<file path="src/rtl/stream_beat_tracker.sv">
module stream_beat_tracker #(
  parameter int BEAT_W = 8,
  parameter int PKT_W  = 8
) (
  input  logic              clk,
  input  logic              rst,
  input  logic              s_valid,
  input  logic              s_ready,
  input  logic              s_user,
  input  logic              s_last,
  output logic [BEAT_W-1:0] beat_idx,
  output logic [PKT_W-1:0]  pkt_idx,
  output logic              pkt_end
);

  logic              accept;
  logic [BEAT_W-1:0] beat_nx;
  logic [PKT_W-1:0]  pkt_nx;

  assign accept = s_valid & s_ready;

  always_comb begin
    beat_nx = '0;
    pkt_nx  = '0;
    if (accept && !s_user) begin
      if (s_last) begin
        pkt_nx = pkt_idx + 1'b1;
      end else begin
        beat_nx = beat_idx + 1'b1;
        pkt_nx  = pkt_idx;
      end
    end
  end

  always_ff @(posedge clk) begin
    if (rst) begin
      beat_idx <= '0;
      pkt_idx  <= '0;
      pkt_end  <= 1'b0;
    end else begin
      beat_idx <= beat_nx;
      pkt_idx  <= pkt_nx;
      pkt_end  <= accept & s_last;
    end
  end

endmodule

</file>
<file path="config.mk">
export PLATFORM = sky130hd
export DESIGN_NAME = stream_beat_tracker
export DESIGN_NICKNAME = d
export VERILOG_FILES = /design/src/rtl/stream_beat_tracker.sv
export SDC_FILE = /design/constraint.sdc
export NUM_CORES = 1
export LEC_CHECK = 0
export BUFFER_PORTS_ARGS = -buffer_cell sky130_fd_sc_hd__buf_4
export CORE_AREA = 2 2 47 44
export CTS_CLUSTER_SIZE = 12
export DETAILED_ROUTE_END_ITERATION = 8
export DIE_AREA = 0 0 49 46
export PLACE_DENSITY = 0.68
export SLEW_MARGIN = 0
export SYNTH_ARGS = -nofsm -noshare
export SYNTH_HDL_FRONTEND = slang
export SYNTH_SLANG_ARGS = --single-unit
</file>
<file path="constraint.sdc">
create_clock -name clk -period 1.1 [get_ports clk]
set_input_delay 0.11 -clock clk [delete_from_list [all_inputs] [get_ports clk]]
set_output_delay 0.11 -clock clk [all_outputs]
set_load 0.05 [all_outputs]
</file>
==> flow_metrics.env, run 1 <==
export IMPL_final_util_pct=58.5
export IMPL_cts_inserted_buffers=3
export IMPL_drt_wl_total_mm=1.49
export IMPL_min_period_over_period_pct=102
export IMPL_drc=0
export IMPL_crit_path_max_fanout=4
export IMPL_num_vias=633
export IMPL_slew_headroom_pct=74.2
export IMPL_die_x_um=49
export IMPL_arrival_ns=1.33
export IMPL_finalSetupViolCount=1
export IMPL_ios=23
export IMPL_start_util_pct=38.7
export IMPL_hold_ws_ns=0.107
export IMPL_placed_area_um2=982
export IMPL_cp_start_kind="register"
export IMPL_via_per_inst=4.87
export IMPL_r2r_start="pkt_idx[0]"
export IMPL_root_buffer="clkbuf_4"
export IMPL_end_kind="register"
export IMPL_synth_nets=85
export IMPL_mostFrequentLayoutCells="buf_4, dfxtp_4, nor2_1"
export IMPL_dp_hpwl_mm=1.08
export IMPL_drive_gt1_share_pct=50.5
export IMPL_cts_tree="built"
export IMPL_cts_max_level=1
export IMPL_min_from="s_valid"
export IMPL_ys_seq_elements=17
export IMPL_cts_sinks=17
export IMPL_fin_skew_ns=0.00583
export IMPL_timing_final_ws_setup_ns=-0.0187
export IMPL_fillers=167
export IMPL_grt_pass1_wl_mm=2.40
export IMPL_core_mm2=0.00182
export IMPL_dr_pass1_iters=3
export IMPL_synth_distinct_cells=19
export IMPL_outcome="finished, violations left"
export IMPL_leakage_nw=0.397
export IMPL_antenna_found_initial=0
export IMPL_initialDrtViolationCount=7
export IMPL_place_port_buffers=22
export IMPL_vdd_drop_max_mv=0.450
export IMPL_hold_buffers=0
export IMPL_fin_cells=130
export IMPL_hold_class="primary input to register"
export IMPL_hold_viol_final=0
export IMPL_timing_fmax_mhz=894
export IMPL_diodes=0
export IMPL_ys_seq_area_share_pct=48.3
export IMPL_clock_latency_ns=0.28
export IMPL_place_gp_congestion=0.720
export IMPL_synth_area_um2=704
export IMPL_crit_type="register to register"
export IMPL_rsz0062_at_grt="yes"
export IMPL_wire_per_inst_um=11.5
export IMPL_tightest_slew_ns=0.386
export IMPL_syn_inst=77
export IMPL_finalInstanceArea_mm2=0.00106
export IMPL_area_delta_synth_final_pct=51.2
export IMPL_grt_overflow=0
export IMPL_period_needed_ns=1.12
export IMPL_dp_cells=122
export IMPL_grt_util_all_layers_pct=14.2
export IMPL_grt_max_degree=10
export IMPL_power_density_mw_per_mm2=898
export IMPL_maxSlewViolCount=0
export IMPL_grt_pass1_vias=567
export IMPL_chipHeight_um=46
export IMPL_startpoint="pkt_idx[0]"
export IMPL_final_common_cell="buf_4"
export IMPL_nets=114
export IMPL_failed_checks="negative setup slack"
export IMPL_rows=15
export IMPL_maxCapViolCount=0
export IMPL_syn_avg_cell_area_um2=9.15
export IMPL_required_ns=1.31
export IMPL_clk_pin_slew_ns=0.09
export IMPL_yosysWarnings=0
export IMPL_dieArea_mm2=0.00225
export IMPL_ctsLongestPathBuffers=2
export IMPL_ant_nets=0
[cell usage after synthesis]
library cell,instances,area (um2)
dfxtp_1,17,340
nor2_1,11,41.3
nand3_1,7,35.0
a21oi_1,6,30.0
o21ai_0,6,30.0
or3_1,6,37.5
xor2_1,5,43.8
nand2_1,3,11.3
ha_1,2,25.0
inv_1,2,7.51
nand4_1,2,12.5
nand4_2,2,25.0
xnor2_1,2,17.5
and4b_1,1,10.0
buf_4,1,7.51
clkbuf_1,1,3.75
mux2i_1,1,10.0
nand2b_1,1,6.26
nor4bb_1,1,10.0
[kinds of logic after synthesis]
group	after synthesis	share of synthesized area, %
multiplexers	1	1.42
flip-flops	17	48.3
XOR/XNOR	7	8.70
buffers and inverters	4	2.66
adder cells (fa/ha/maj)	2	3.55
AND/OR/NAND/NOR	34	26.8
AO/OA/AOI/OAI	12	8.53
[metrics by stage]
stage,setup slack [ns],setup TNS [ns],total power (W)
finish,-0.0187,-0.0187,0.000956
global route,-0.0697,-0.128,0.00101
CTS,-0.0142,-0.0142,0.000977
detailed placement,0.0184,0,0.000655
global placement,0.0297,0,0.000655
floorplan,-0.0549,-0.149,0.000635
[path summary, 6_finish.rpt]
kind / endpoint / slack (ns) / cells past startpoint
max: pkt_idx[6] / -0.02 / 4
min: pkt_end / 0.11 / 2
max reg2reg: pkt_idx[6] / -0.02 / 4
min reg2reg: beat_idx[0] / 0.47 / 1
[metal layers]
metal  track usage (%)  vias up  part of all wire, %
met3              2.96        2                  3.9
met2              24.9       14                   49
met1              16.9      286                   46
met4              6.86        0                 0.80
met5                 0        -                    0
li1                  -      331                    -
[sequential cells by signal, indices dropped and copies added, names as in the netlist]
register,flops
pkt_end,1
beat_idx,8
pkt_idx,8
[cell type report]
class / count / area [um2] / share of cell area (%)
timing repair buffer: 26 / 203 / 19.0
tap: 25 / 31.3 / 2.94
multi-input combinational: 56 / 409 / 38.4
clock buffer: 4 / 26.3 / 2.47
sequential: 17 / 388 / 36.4
inverter: 2 / 7.51 / 0.705
[report_power, final]
part / internal, W / switching (W)
Clock: 0.000140 / 0.000177
Combinational: 0.0000222 / 0.0000257
Sequential: 0.000588 / 0.00000300
[critical path, stage by stage (launching register included)]
cell,delay [ns]
dfxtp_4,0.40
ha_4,0.15
nand3_2,0.06
or3_1,0.32
a21oi_2,0.12
[what timing repair did]
item                                    CTS  global route
endpoints found under the setup margin    1             4
resized for setup                         0             7
pin swaps                                 0             6
setup buffers                             0             4
No activity file was read; power rests on OpenSTA's default activity.
==> inputs of run 2 (changes only) <==
--- a/config.mk
+++ b/config.mk
@@ -11,6 +11,7 @@
 export DETAILED_ROUTE_END_ITERATION = 8
 export DIE_AREA = 0 0 49 46
 export PLACE_DENSITY = 0.68
+export SETUP_SLACK_MARGIN = 0.1
 export SLEW_MARGIN = 0
 export SYNTH_ARGS = -nofsm -noshare
 export SYNTH_HDL_FRONTEND = slang
==> run 2 against run 1 <==
Net effect: the run still ends with negative setup slack left; critical path depth stayed put; sequential cell count stayed put; global-route usage is 0.79 points higher; first-iteration DRC count is 86% higher; die area stayed put; fmax is 0.98% higher; final area is 9.2% higher; sequential share of layout area is 3.0 points lower; wire length is 7.8% higher; highest routed layer unchanged.
==> flow_metrics.env, run 2 (synthesis results as in run 1) <==
export IMPL_endpoint="pkt_idx[6]"
export IMPL_fillers=166
export IMPL_ant_nets=0
export IMPL_crit_type="register to register"
export IMPL_outcome="finished, violations left"
export IMPL_leakage_nw=0.436
export IMPL_r2r_end="pkt_idx[6]"
export IMPL_drc=0
export IMPL_crit_path_max_fanout=4
export IMPL_wire_per_inst_um=12.1
export IMPL_cts_tree="built"
export IMPL_hold_buffers=0
export IMPL_num_vias=649
export IMPL_dp_cells=122
export IMPL_fin_cells=133
export IMPL_cpLargestDelayFamily="flip-flops"
export IMPL_dieArea_mm2=0.00225
export IMPL_timing_final_ws_setup_ns=-0.00777
export IMPL_tightest_slew_ns=0.368
export IMPL_ios=23
export IMPL_rsz0062_at_grt="yes"
export IMPL_dp_hpwl_mm=1.06
export IMPL_cp_num_buf_inv=0
export IMPL_core_mm2=0.00182
export IMPL_via_per_inst=4.88
export IMPL_slew_headroom_pct=75.5
export IMPL_path_cells="ha_4, nand3_2, or3_4, a21oi_2"
export IMPL_grt_pass1_vias=564
export IMPL_timing_fmax_mhz=903
export IMPL_drt_wl_total_mm=1.61
export IMPL_cp_start_kind="register"
export IMPL_vdd_drop_max_mv=0.534
export IMPL_clock_latency_ns=0.29
export IMPL_drive_gt1_share_pct=60.2
export IMPL_cts_inserted_buffers=3
export IMPL_grt_util_all_layers_pct=15.0
export IMPL_cts_sinks=17
export IMPL_reg_largest_list="beat_idx (8), pkt_idx (8), pkt_end (1)"
export IMPL_r2r_cells=4
export IMPL_startpoint="pkt_idx[1]"
export IMPL_clk_pin_slew_ns=0.10
export IMPL_min_period_over_period_pct=101
export IMPL_grt_overflow=0
export IMPL_maxCapViolCount=0
export IMPL_mostFrequentLayoutCells="buf_4, dfxtp_4, nor2_1"
export IMPL_cp_depth=4
export IMPL_arrival_ns=1.33
export IMPL_final_common_cell="buf_4"
export IMPL_nets=117
export IMPL_antenna_found_initial=0
export IMPL_die_x_um=49
export IMPL_cts_max_level=1
export IMPL_worst_path_max_delay_cell="dfxtp_4"
export IMPL_hold_ws_ns=0.0963
export IMPL_diodes=0
export IMPL_period_needed_ns=1.11
export IMPL_grt_max_degree=10
export IMPL_maxSlewViolCount=0
export IMPL_rrSetupSlack_ns=-0.008
export IMPL_grt_pass1_wl_mm=2.48
export IMPL_hold_viol_final=0
export IMPL_power_density_mw_per_mm2=837
export IMPL_start_util_pct=38.7
export IMPL_ctsLongestPathBuffers=2
export IMPL_place_port_buffers=22
export IMPL_cpPeakStageDelay_ns=0.40
export IMPL_chipHeight_um=46
export IMPL_initialDrtViolationCount=13
export IMPL_root_buffer="clkbuf_4"
export IMPL_rows=15
export IMPL_hold_class="primary input to register"
export IMPL_required_ns=1.32
export IMPL_failed_checks="negative setup slack"
export IMPL_end_kind="register"
export IMPL_dr_pass1_iters=4
export IMPL_finalSetupViolCount=1
export IMPL_area_delta_synth_final_pct=65.0
export IMPL_power_w=0.000973
export IMPL_r2r_start="pkt_idx[1]"
export IMPL_place_gp_congestion=0.733
export IMPL_fin_skew_ns=0.000954
## run 2: cell count changes in the layout (fill, tap and decap cells not counted), moves of 3 or more
| cell | previous run | this run |
|---|---|---|
| buf_6 | 2 | 8 |
| buf_4 | 24 | 19 |
| nand3_1 | 6 | 3 |
| nand3_2 | 1 | 4 |
| or3_1 | 5 | 2 |
| or3_4 | 1 | 4 |
## run 2: layout make-up
| class | count | area [um2] | share of cell area [%] |
|---|---|---|---|
| Clock buffer | 4 | 26.3 | 2.26 |
| Inverter | 2 | 7.51 | 0.646 |
| Multi-Input combinational cell | 56 | 445 | 38.3 |
| Sequential cell | 17 | 389 | 33.5 |
| Tap cell | 25 | 31.3 | 2.69 |
| Timing Repair Buffer | 29 | 263 | 22.6 |
## run 2: worst reg2reg max path, stage by stage (launching register included)
cell	delay, ns
dfxtp_4	0.40
ha_4	0.14
nand3_2	0.06
or3_4	0.33
a21oi_2	0.11
## run 2: stage by stage
| step | cell area (um2) | util, % | worst slack (ns) | setup TNS, ns |
|---|---|---|---|---|
| floorplan | 815 | - | -0.0547 | -0.166 |
| global placement | 1000 | 54.9 | 0.0340 | 0 |
| detailed placement | 1000 | 54.9 | 0.0203 | 0 |
| CTS | 1060 | 58.4 | 0.00910 | 0 |
| global route | 1160 | 63.8 | -0.0468 | -0.0907 |
| finish | 1160 | 63.8 | -0.00777 | -0.00777 |
## run 2: worst min path at each step
stage | startpoint | endpoint | slack, ns | cells after the start
after floorplan | s_valid | pkt_end | 0.29 | 1
after global placement | s_valid | pkt_end | 0.40 | 2
after detailed placement | s_valid | pkt_end | 0.40 | 2
after CTS | s_valid | pkt_end | 0.09 | 2
after global routing | s_valid | pkt_end | 0.09 | 2
final | s_valid | pkt_end | 0.1 | 2
## run 2: timing repair
item,4_1_cts,5_1_grt
pin swaps,4,6
setup buffers,3,4
setup endpoints to repair,13,20
cloned,0,0
gates resized for setup,4,18
## run 2: where the power goes
part	switching (W)	internal [W]	leakage, nW
logic	0.0000269	0.0000243	0.272
clock network	0.000190	0.000141	0.0150
registers	0.00000304	0.000588	0.148
## run 2: routing by layer
metal / global-route usage [%] / part of all wire (%) / vias to the layer above
met5: 0 / 0 / -
li1: - / - / 336
met2: 24.4 / 49 / 12
met1: 18.1 / 47 / 299
met3: 4.28 / 3.5 / 2
met4: 8.57 / 0.87 / 0
==> inputs of run 3 (changes only) <==
--- a/config.mk
+++ b/config.mk
@@ -10,6 +10,7 @@
 export CTS_CLUSTER_SIZE = 12
 export DETAILED_ROUTE_END_ITERATION = 8
 export DIE_AREA = 0 0 49 46
+export HOLD_SLACK_MARGIN = 0.15
 export PLACE_DENSITY = 0.68
 export SETUP_SLACK_MARGIN = 0.1
 export SLEW_MARGIN = 0
==> run 3 against run 2 <==
Net effect: the run still ends with negative setup slack left; clock skew fell by 0.00053 ns; final area rose by 2.6%; die area unchanged; core utilization grew 1.6 points; sequential share of layout area fell by 0.84 points; hold slack improved by 0.059 ns; critical endpoint unchanged.
==> flow_metrics.env, run 3 (synthesis results as in run 1) <==
export IMPL_hold_ws_ns=0.155
export IMPL_fin_skew_ns=0.000421
export IMPL_grt_overflow=0
export IMPL_grt_pass1_wl_mm=2.48
export IMPL_drt_wl_total_mm=1.66
export IMPL_root_buffer="clkbuf_4"
export IMPL_hold_class="primary input to register"
export IMPL_place_port_buffers=22
export IMPL_min_period_over_period_pct=101
export IMPL_cp_start_kind="register"
export IMPL_fin_cells=136
export IMPL_timing_fmax_mhz=902
export IMPL_period_needed_ns=1.11
export IMPL_arrival_ns=1.34
export IMPL_required_ns=1.33
export IMPL_outcome="finished, violations left"
export IMPL_dp_hpwl_mm=1.06
export IMPL_vdd_drop_max_mv=0.638
export IMPL_rsz0062_at_grt="yes"
export IMPL_crit_path_max_fanout=4
export IMPL_die_x_um=49
export IMPL_setup_tns_final_ns=-0.00830
export IMPL_wire_per_inst_um=12.2
export IMPL_chipHeight_um=46
export IMPL_leakage_nw=0.448
export IMPL_via_per_inst=4.85
export IMPL_num_vias=660
export IMPL_maxSlewViolCount=0
export IMPL_cpPeakStageDelay_ns=0.40
export IMPL_finalSetupViolCount=1
export IMPL_start_util_pct=38.7
export IMPL_tightest_slew_ns=0.358
export IMPL_dieArea_mm2=0.00225
export IMPL_drive_gt1_share_pct=58.6
export IMPL_final_util_pct=65.5
export IMPL_initialDrtViolationCount=14
export IMPL_diodes=0
export IMPL_dr_pass1_iters=4
export IMPL_nets=120
export IMPL_hold_viol_final=0
export IMPL_timing_final_ws_setup_ns=-0.00830
export IMPL_grt_max_degree=10
export IMPL_ctsLongestPathBuffers=2
export IMPL_reg_largest_list="beat_idx (8), pkt_idx (8), pkt_end (1)"
export IMPL_path_cells="ha_4, nand3_2, or3_4, a21oi_2"
export IMPL_rows=15
export IMPL_grt_util_all_layers_pct=15.1
export IMPL_area_delta_synth_final_pct=69.3
export IMPL_worst_path_max_delay_cell="dfxtp_4"
export IMPL_cts_sinks=17
export IMPL_cts_inserted_buffers=3
export IMPL_maxCapViolCount=0
export IMPL_ant_nets=0
export IMPL_crit_type="register to register"
export IMPL_cts_max_level=1
export IMPL_ios=23
export IMPL_mostFrequentLayoutCells="buf_4, dfxtp_4, nor2_1"
export IMPL_clock_latency_ns=0.28
export IMPL_final_common_cell="buf_4"
export IMPL_antenna_found_initial=0
export IMPL_dp_slack_ns=0.0203
export IMPL_failed_checks="negative setup slack"
export IMPL_place_gp_congestion=0.733
export IMPL_grt_pass1_vias=579
export IMPL_clk_pin_slew_ns=0.10
export IMPL_cts_tree="built"
export IMPL_slew_headroom_pct=76.1
export IMPL_drc=0
export IMPL_power_density_mw_per_mm2=830
export IMPL_dp_cells=122
export IMPL_core_mm2=0.00182
export IMPL_end_kind="register"
-- run 3: changes by cell type in the layout (fill, tap and decap cells not counted), sizes merged --
cell         change
dlygate4sd3      +3
-- run 3: layer usage --
layer / track usage [%] / wire length (um) / vias up
li1: - / - / 345
met1: 17.5 / 746 / 297
met2: 25.8 / 825 / 14
met3: 4.28 / 66 / 4
met4: 8.57 / 23 / 0
met5: 0 / 0 / -
-- run 3: final timing paths --
kind | end | slack [ns] | cells past startpoint | startpoint
max | pkt_idx[6] | -0.008 | 4 | pkt_idx[1]
min | pkt_idx[1] | 0.16 | 3 | s_last
max reg2reg | pkt_idx[6] | -0.008 | 4 | pkt_idx[1]
min reg2reg | pkt_idx[7] | 0.50 | 2 | pkt_idx[7]
-- run 3: layout make-up --
| cell class | count | area (um2) |
|---|---|---|
| fill | 164 | 628 |
| multi-input combinational | 56 | 445 |
| sequential | 17 | 389 |
| timing repair buffer | 32 | 293 |
| tap | 25 | 31.3 |
| clock buffer | 4 | 26.3 |
| inverter | 2 | 7.51 |
-- run 3: where the power goes --
group	leakage (nW)	switching, W	internal, W
Combinational	0.285	0.0000288	0.0000313
Sequential	0.148	0.00000304	0.000588
Clock	0.0150	0.000197	0.000141
-- run 3: per-stage QoR --
step                      power, W  instance area, um2
after floorplan           0.000635                 815
after global placement    0.000655                1000
after detailed placement  0.000656                1000
after CTS                 0.000992                1090
after global routing       0.00103                1190
final                     0.000990                1190
-- run 3: worst max-delay path: cells and delay by family, from the launching register on --
| kind | cells | cell delay (ns) |
|---|---|---|
| DFF | 1 | 0.40 |
| and+or+nand+nor | 2 | 0.39 |
| adders and majority gates | 1 | 0.14 |
| AOI/OAI and AO/OA | 1 | 0.11 |
-- run 3: what timing repair did --
action / CTS / global route
setup buffers: 3 / 4
resized for setup: 4 / 18
endpoints found under the hold margin: 1 / 0
setup endpoints to repair: 13 / 20
hold buffers: 3 / 0
pin swaps: 4 / 6
